[config.mk]
export PLATFORM = sky130hd
export DESIGN_NAME = hub_slot_sched
export DESIGN_NICKNAME = d
export VERILOG_FILES = /design/src/rtl/hub_sched_pkg.sv /design/src/rtl/hub_sched_cfg.sv /design/src/rtl/hub_sched_scan.sv /design/src/rtl/hub_sched_grant.sv /design/src/rtl/hub_slot_sched.sv
export SDC_FILE = /design/constraint.sdc
export NUM_CORES = 1
export LEC_CHECK = 0
export BUFFER_PORTS_ARGS = -buffer_cell sky130_fd_sc_hd__buf_2
export CAP_MARGIN = 20
export CORE_ASPECT_RATIO = 0.5
export CORE_MARGIN = 3
export CORE_UTILIZATION = 45
export CTS_CLUSTER_SIZE = 24
export DETAILED_ROUTE_END_ITERATION = 16
export PLACE_DENSITY = 0.81
export SETUP_SLACK_MARGIN = 0.05
export SYNTH_ARGS = -nofsm -noshare
export SYNTH_HDL_FRONTEND = slang
export SYNTH_SLANG_ARGS = --single-unit
[constraint.sdc]
create_clock -name clk -period 3.38 [get_ports clk]
set_input_delay 0.169 -clock clk [delete_from_list [all_inputs] [get_ports clk]]
set_output_delay 0.169 -clock clk [all_outputs]
set_load 0.01 [all_outputs]
[src/rtl/hub_sched_pkg.sv]
package hub_sched_pkg;

   // Default geometry of the scheduler
   localparam int unsigned CORES_DEF   = 16;
   localparam int unsigned ENTRIES_DEF = 32;

   // Core number placed at table position k after reset: plain rotation
   function automatic int unsigned rotation_core(input int unsigned k,
                                                 input int unsigned cores);
      return k % cores;
   endfunction

endpackage

[src/rtl/hub_sched_cfg.sv]
module hub_sched_cfg
   import hub_sched_pkg::*;
#(
   parameter int unsigned N_CORES   = CORES_DEF,
   parameter int unsigned N_ENTRIES = ENTRIES_DEF,
   localparam int unsigned ID_W  = $clog2(N_CORES),
   localparam int unsigned IDX_W = $clog2(N_ENTRIES),
   localparam int unsigned TBL_W = N_ENTRIES * ID_W
)(
   input  logic             clk,
   input  logic             rst_n,
   input  logic             tbl_wr,
   input  logic [TBL_W-1:0] tbl_wdata,
   input  logic             rld_wr,
   input  logic [IDX_W-1:0] rld_wdata,
   input  logic             commit,
   output logic [TBL_W-1:0] act_tbl,
   output logic [IDX_W-1:0] act_rld
);

   localparam logic [IDX_W-1:0] RLD_RESET = IDX_W'(N_CORES - 1);

   logic [TBL_W-1:0] rot_tbl;
   logic [TBL_W-1:0] pend_tbl;
   logic [IDX_W-1:0] pend_rld;
   logic             pend_tbl_v;
   logic             pend_rld_v;

   // Reset image of the table, built position by position
   for (genvar g = 0; g < N_ENTRIES; g++) begin : g_rot
      assign rot_tbl[g*ID_W +: ID_W] = ID_W'(rotation_core(g, N_CORES));
   end

   always_ff @(posedge clk) begin
      if (!rst_n) begin
         act_tbl    <= rot_tbl;
         act_rld    <= RLD_RESET;
         pend_tbl   <= '0;
         pend_rld   <= '0;
         pend_tbl_v <= 1'b0;
         pend_rld_v <= 1'b0;
      end else begin
         if (commit) begin
            if (pend_tbl_v) act_tbl <= pend_tbl;
            if (pend_rld_v) act_rld <= pend_rld;
            pend_tbl_v <= 1'b0;
            pend_rld_v <= 1'b0;
         end
         // A write in the commit cycle lands in the pending slot for the next wrap
         if (tbl_wr) begin
            pend_tbl   <= tbl_wdata;
            pend_tbl_v <= 1'b1;
         end
         if (rld_wr) begin
            pend_rld   <= rld_wdata;
            pend_rld_v <= 1'b1;
         end
      end
   end

endmodule

[src/rtl/hub_sched_scan.sv]
module hub_sched_scan
   import hub_sched_pkg::*;
#(
   parameter int unsigned N_ENTRIES = ENTRIES_DEF,
   localparam int unsigned IDX_W = $clog2(N_ENTRIES)
)(
   input  logic             clk,
   input  logic             rst_n,
   input  logic             advance,
   input  logic [IDX_W-1:0] act_rld,
   output logic [IDX_W-1:0] ptr,
   output logic             wrap
);

   logic [IDX_W-1:0] last_pos;

   // Clamp the limit only when the index field can name missing positions
   if ((1 << IDX_W) == N_ENTRIES) begin : g_pow2
      assign last_pos = act_rld;
   end else begin : g_clamp
      localparam logic [IDX_W-1:0] TOP = IDX_W'(N_ENTRIES - 1);
      assign last_pos = (act_rld > TOP) ? TOP : act_rld;
   end

   assign wrap = advance && (ptr >= last_pos);

   always_ff @(posedge clk) begin
      if (!rst_n)
         ptr <= '0;
      else if (wrap)
         ptr <= '0;
      else if (advance)
         ptr <= ptr + 1'b1;
   end

endmodule

[src/rtl/hub_sched_grant.sv]
module hub_sched_grant
   import hub_sched_pkg::*;
#(
   parameter int unsigned N_CORES   = CORES_DEF,
   parameter int unsigned N_ENTRIES = ENTRIES_DEF,
   localparam int unsigned ID_W  = $clog2(N_CORES),
   localparam int unsigned IDX_W = $clog2(N_ENTRIES),
   localparam int unsigned TBL_W = N_ENTRIES * ID_W
)(
   input  logic               clk,
   input  logic               rst_n,
   input  logic               advance,
   input  logic [N_CORES-1:0] req,
   input  logic [TBL_W-1:0]   act_tbl,
   input  logic [IDX_W-1:0]   ptr,
   output logic [N_CORES-1:0] grant,
   output logic [ID_W-1:0]    grant_id,
   output logic               grant_vld
);

   logic [ID_W-1:0]    sel_id;
   logic [N_CORES-1:0] sel_hot;
   logic               sel_take;

   assign sel_id = act_tbl[ptr*ID_W +: ID_W];

   // Decoder of the scheduled core
   for (genvar c = 0; c < N_CORES; c++) begin : g_dec
      assign sel_hot[c] = (sel_id == ID_W'(c));
   end

   assign sel_take = advance && |(sel_hot & req);

   always_ff @(posedge clk) begin
      if (!rst_n) begin
         grant     <= '0;
         grant_id  <= '0;
         grant_vld <= 1'b0;
      end else begin
         grant     <= sel_take ? sel_hot : '0;
         grant_vld <= sel_take;
         if (advance) grant_id <= sel_id;
      end
   end

endmodule

[src/rtl/hub_slot_sched.sv]
module hub_slot_sched
   import hub_sched_pkg::*;
#(
   parameter int unsigned N_CORES   = CORES_DEF,
   parameter int unsigned N_ENTRIES = ENTRIES_DEF,
   localparam int unsigned ID_W  = $clog2(N_CORES),
   localparam int unsigned IDX_W = $clog2(N_ENTRIES),
   localparam int unsigned TBL_W = N_ENTRIES * ID_W
)(
   input  logic               clk,
   input  logic               rst_n,
   input  logic               tbl_wr,
   input  logic [TBL_W-1:0]   tbl_wdata,
   input  logic               rld_wr,
   input  logic [IDX_W-1:0]   rld_wdata,
   input  logic [N_CORES-1:0] req,
   input  logic               advance,
   output logic [N_CORES-1:0] grant,
   output logic [ID_W-1:0]    grant_id,
   output logic               grant_vld,
   output logic [TBL_W-1:0]   tbl_rd,
   output logic [IDX_W-1:0]   rld_rd
);

   // Elaboration-time checks of the geometry
   if (N_CORES < 2 || (1 << ID_W) != N_CORES) begin : g_bad_cores
      $error("hub_slot_sched: N_CORES must be a power of two, at least 2");
   end
   if (N_ENTRIES < N_CORES) begin : g_bad_entries
      $error("hub_slot_sched: N_ENTRIES must cover every core once");
   end

   logic [TBL_W-1:0] act_tbl;
   logic [IDX_W-1:0] act_rld;
   logic [IDX_W-1:0] scan_ptr;
   logic             scan_wrap;

   hub_sched_cfg #(.N_CORES(N_CORES), .N_ENTRIES(N_ENTRIES)) u_cfg (
      .clk       (clk),
      .rst_n     (rst_n),
      .tbl_wr    (tbl_wr),
      .tbl_wdata (tbl_wdata),
      .rld_wr    (rld_wr),
      .rld_wdata (rld_wdata),
      .commit    (scan_wrap),
      .act_tbl   (act_tbl),
      .act_rld   (act_rld)
   );

   hub_sched_scan #(.N_ENTRIES(N_ENTRIES)) u_scan (
      .clk     (clk),
      .rst_n   (rst_n),
      .advance (advance),
      .act_rld (act_rld),
      .ptr     (scan_ptr),
      .wrap    (scan_wrap)
   );

   hub_sched_grant #(.N_CORES(N_CORES), .N_ENTRIES(N_ENTRIES)) u_grant (
      .clk       (clk),
      .rst_n     (rst_n),
      .advance   (advance),
      .req       (req),
      .act_tbl   (act_tbl),
      .ptr       (scan_ptr),
      .grant     (grant),
      .grant_id  (grant_id),
      .grant_vld (grant_vld)
   );

   assign tbl_rd = act_tbl;
   assign rld_rd = act_rld;

endmodule

Yosys cells after proc, flatten, opt, wreduce, memory -nomap -nowiden. Index checks and enable logic that the tools add are counted.

Input port bits: 154. Register bits after elaboration: 294. Output and inout port bits: 154.

Eq/ne operators: 15. Bitwise logic cells: 2. Order comparisons: 1. Mux-type cells: 3. Shift operators: 1. Reduce and logical (&&, ||, !) cells: 10. Add/subtract/negate cells: 1.

Operator list (number): $shiftx 128x8->4 (1); $eq 4x4->1 const B (8); $and 16x16->16 (1); $eq 4x3->1 const B (4); $reduce_or 16->1 (1); $eq 4x2->1 const B (2); $reduce_and 2->1 (3); $add 5x1->5 const B (1); $ge 5x5->1 (1); $eq 4x1->1 const B (1); $logic_not 4->1 (1); $reduce_bool 2->1 (2); $mux 1 (3); $logic_and 1x1->1 (2); $reduce_or 2->1 (1); $not 1->1 (1).

Depth between registers and ports, before layout.
Depth after elaboration: 6. Gate-level depth with buffers: 13.

Modules after synthesis. A second synthesis with hierarchy kept.

Cells, all modules: 1279. Area total of the unflattened synthesis: 12814.8 um^2.

By module, submodules not included: hub_sched_cfg (seq. area each 5365.1 um^2, instances 1, cells an instance 1035, area each 10362.4 um^2); hub_sched_grant (seq. area each 420.4 um^2, instances 1, cells an instance 199, area each 2073.2 um^2); hub_sched_scan (seq. area each 100.1 um^2, instances 1, cells an instance 45, area each 379.1 um^2).

Worst setup path after synthesis. No wires, ideal clock.

Kind: reg2reg. Start point: register u_scan.ptr[0]. End point: register u_cfg.act_tbl[100]. Setup time: 0.129 ns. Arrival time: 3.264 ns. Cell stages (with the launch flop): 14. Required time: 3.251 ns. Period minus slack after synthesis: 3.394 ns. Slack: -0.014 ns. Cells stage by stage: dfxtp_1 buf_1 inv_1 ha_1 nand2b_1 a21o_1 a21o_1 a21o_1 a21o_1 nand3_1 clkbuf_1 clkbuf_1 mux2i_1 nand2_1.

Cells in the longest elaborated chain, start to end: 3.

RTL lines: start: declaration (RTL line hub_sched_scan.sv:11) `output logic [IDX_W-1:0] ptr,`; start signal: assignment (RTL line hub_sched_scan.sv:33) `ptr <= ptr + 1'b1;`; $ge 5x5->1 (RTL line hub_sched_scan.sv:25) `assign wrap = advance && (ptr >= last_pos);`; $logic_and 1x1->1 (RTL line hub_sched_scan.sv:25); $reduce_and 2->1 (no line); end signal: assignment (RTL line hub_sched_cfg.sv:36) `act_tbl <= rot_tbl;`; end signal: assignment (RTL line hub_sched_cfg.sv:44) `if (pend_tbl_v) act_tbl <= pend_tbl;`; end: declaration (RTL line hub_sched_cfg.sv:17) `output logic [TBL_W-1:0] act_tbl,`.

No other way between the ends. A chain may end at the register's enable or synchronous reset.

Worst setup path after layout.
Start point: register u_scan.ptr[1]. End point: register u_grant.grant[14].

Cells in the longest elaborated chain, start to end: 6.

RTL lines: $shiftx 128x8->4 (*) (RTL line hub_sched_grant.sv:25) `assign sel_id = act_tbl[ptr*ID_W +: ID_W];`; $eq 4x1->1, or another cell as far along (RTL line hub_sched_grant.sv:29) `assign sel_hot[c] = (sel_id == ID_W'(c));`; $and 16x16->16 (RTL line hub_sched_grant.sv:32) `assign sel_take = advance && |(sel_hot & req);`; $reduce_or 16->1 (RTL line hub_sched_grant.sv:32); $logic_and 1x1->1 (RTL line hub_sched_grant.sv:32); $reduce_and 2->1 (no line); end signal: assignment (RTL line hub_sched_grant.sv:40) `grant <= sel_take ? sel_hot : '0;`; end: declaration (RTL line hub_sched_grant.sv:16) `output logic [N_CORES-1:0] grant,`.

Every way passes the cells marked *; elsewhere a longest branch is shown, timed or not.

==> results.md <==
- Initial Util: 46.70%
- Fmax achieved: 0.2909 GHz
- Core area: 24520 sq um
- CTS tree: yes
- Worst-Margin Slew: 0.8538 ns
- Clock latency on the worst-skew pair: 0.56 ns
- CTS HTree Levels: 1
- Max stage delay on crit path: 0.52 ns
- Synthesized area: 11450 sq um
- Core Rows: 40
- Post-layout util: 65.14%
- Pin count of the biggest net entering global routing: 84
- Period utilisation layout: 101.7%
- Port Buffers: 307
- Pwr Density: 485.2 nW/um^2
- Hold path depth: 3
- Nets@finish: 1643
- Fin. Hold Viols: 0
- Num CTS Buffers: 26
- Startpoint types: flip-flop
- Most frequent cells in the layout: buf_2, dfxtp_1, mux2i_1, nor2_1, dlygate4sd3_1
- Syn nets: 1206
- Cells after Synth: 1046
- Top delay family on crit path: multiplexers
- Vias per inst: 5.602
- Clk slew on worst S/H paths: 0.07 ns
- Slew Limit Fails: 0
- Wire per inst: 22.62 um
- Setup violations, final: 8
- Sequential fraction of the synthesis area: 51.39%
- Yosys reg bits: 294
- Commonest non-fill, non-tap cell in the layout: buf_2
- Die Wd: 231.6 um
- Rel. slew slack: 43.08%
- Detailed Route Iter0 Violations: 982
- Post-route DRC: 0
- Final ANT Viol Nets: 0
- Cell with the most instances on the worst path: buf_12
- Worst-path cell chain: buf_12, buf_12, mux4_2, mux4_2, mux2_2, nor2_2, nand3_1, o211ai_1, a211oi_4, buf_6, buf_12, buf_6, nor4_2
- DIE AREA: 27520 sq um
- Skew final: 0.02394 ns
- Avg Inst Size Synth: 10.95 sq um
- Root Driver: clkbuf_16
- Worst Path Buf+Inv: 5
- First-pass GRT wire length: 59.62 mm
- Initial antenna violation count: 3
- CP Capture Type: flip-flop
- Ys async rst share: 0%
- Max_cap viols: 0
- Yosys cell types: 33
- Via Count: 10.31k
- Top FF cell, synth: dfxtp_1
- Vias in the first global route: 10.25k
- Tightest Hold Check Type: in2reg
- Final Critical Period: 3.438 ns
- P_leak: 8.052 nW
- Critical Path RT: 3.82 ns
- Grt total ovfl: 0
- Post-DP HPWL: 24.76 mm
- Setup CP Type: reg2reg
- Post-synth EDFFs: 0
- Overall power: 7.750 mW
- Final WS setup: -0.05805 ns
- Failing checks: setup timing
- Die height: 118.8 um
- Reg2Reg Depth: 13
- Levels on crit path: 13
- Maximum clock insertion buffer count: 3
- Gpl congestion: 0.9141
- GRT Util Overall: 27.80%
- Status: finished with violations
- Layout cells sized above 1: 30.36%
- Critical path arrival: 3.87 ns
- Worst vdd ir: 0.3883 mV
- CTS sink count: 294
- Max FO, Critical Path: 8
- Ys Warns: 0
- IO Pins: 308
- Synthesis-to-finish area growth: 39.47%
- Final WL: 41.64 mm
- CP max-delay cell: mux4_2
- RSZ-0062 raised after global routing: true
- TritonRoute pass-1 iters: 5
## worst reg2reg max path, stage by stage (launching register included)
cell	delay, ns
dfxtp_4	0.39
buf_12	0.14
buf_12	0.14
mux4_2	0.53
mux4_2	0.52
mux2_2	0.40
nor2_2	0.20
nand3_1	0.10
o211ai_1	0.15
a211oi_4	0.10
buf_6	0.15
buf_12	0.13
buf_6	0.11
nor4_2	0.28
## metal layers
metal / routed length, um / up-vias / GRT usage, %
met5: 0 / - / 0
met2: 19300 / 654 / 45.01
met3: 3540 / 202 / 6.931
li1: - / 4480 / -
met1: 15850 / 4977 / 33.86
met4: 2948 / 0 / 16.15
## cell families after synthesis
family                     synth area share (%)
and+or+nand+nor                           11.06
muxes                                     32.04
DFF                                       51.39
buffers and inverters                     3.190
AOI/OAI and AO/OA                         1.366
adders and majority gates                0.6554
xor gates and xnor gates                 0.3059
## flip-flops by register name, indices dropped and copies added (netlist names), 4 cells and up
| name | flops |
|---|---|
| u_cfg.pend_rld | 5 |
| u_grant.grant_id | 4 |
| u_grant.grant | 16 |
| u_cfg.act_tbl | 128 |
| u_cfg.act_rld | 5 |
| u_scan.ptr | 5 |
| u_cfg.pend_tbl | 128 |
## synth_stat cells (2+ instances only)
master    number  share of area, %
dfxtp_1      294                51
nand3_1        3              0.13
mux4_2        40               7.9
or2_2          2              0.11
nand2_1       80               2.6
nor2_1       213               7.0
nand2b_1       2              0.11
a21o_1         5              0.33
inv_1          7              0.23
o211ai_1       2              0.13
a211oi_1       4              0.26
nand4_1        2              0.11
mux2_2         4              0.39
buf_6          6              0.59
nor4_1        16              0.87
mux2i_1      271                24
buf_1         22              0.72
clkbuf_1      48               1.6
a21oi_1        4              0.17
xor2_1         3              0.23
ha_1           6              0.66
## path summary, 6_finish.rpt
check                                                   endpoint                            start  slack [ns]
worst max register to register      u_grant.grant[14]$_SDFF_PN0_       u_scan.ptr[1]$_SDFFE_PP0P_       -0.06
worst max-delay path                u_grant.grant[14]$_SDFF_PN0_       u_scan.ptr[1]$_SDFFE_PP0P_       -0.06
worst min register to register    u_cfg.act_tbl[54]$_SDFFE_PN1P_  u_cfg.pend_tbl[54]$_SDFFE_PN0P_        0.48
worst min-delay path            u_grant.grant_id[1]$_SDFFE_PN0P_                          advance        0.12
## power by group
part | switching [mW] | internal, mW
clock | 1.39 | 1.92
combinational | 0.372 | 0.434
sequential | 0.0702 | 3.57
## through the flow
stage	setup TNS [ns]	instance area, sq um	hold WS [ns]	worst slack (ns)	cells
floorplan	-0.2751	11450	0.3161	-0.01377	1046
global placement	-0.5090	13370	0.4014	-0.03495	1635
detailed placement	-0.6817	13370	0.4111	-0.04440	1635
CTS	0	15660	0.09835	0.06014	1816
global route	-1.204	15970	0.1185	-0.1501	1841
finish	-0.1174	15970	0.1212	-0.05805	1841
## final cells by class
cell class | count | area [sq um]
Tap cell | 336 | 420.4
Antenna cell | 3 | 7.507
Multi-Input combinational cell | 668 | 5294
Clock inverter | 10 | 190.2
Sequential cell | 294 | 5891
Timing Repair Buffer | 485 | 3391
Clock buffer | 37 | 742.0
Fill cell | 1736 | 8549
Inverter | 8 | 38.79
## timing repair
item	CTS	global route
endpoints found under the hold margin	134	0
pin swaps	0	2
setup endpoints to repair	17	17
setup buffers	0	18
hold buffers	134	0
gates resized for setup	2	20
cloned	0	4
(Power assumes the default switching activity.)
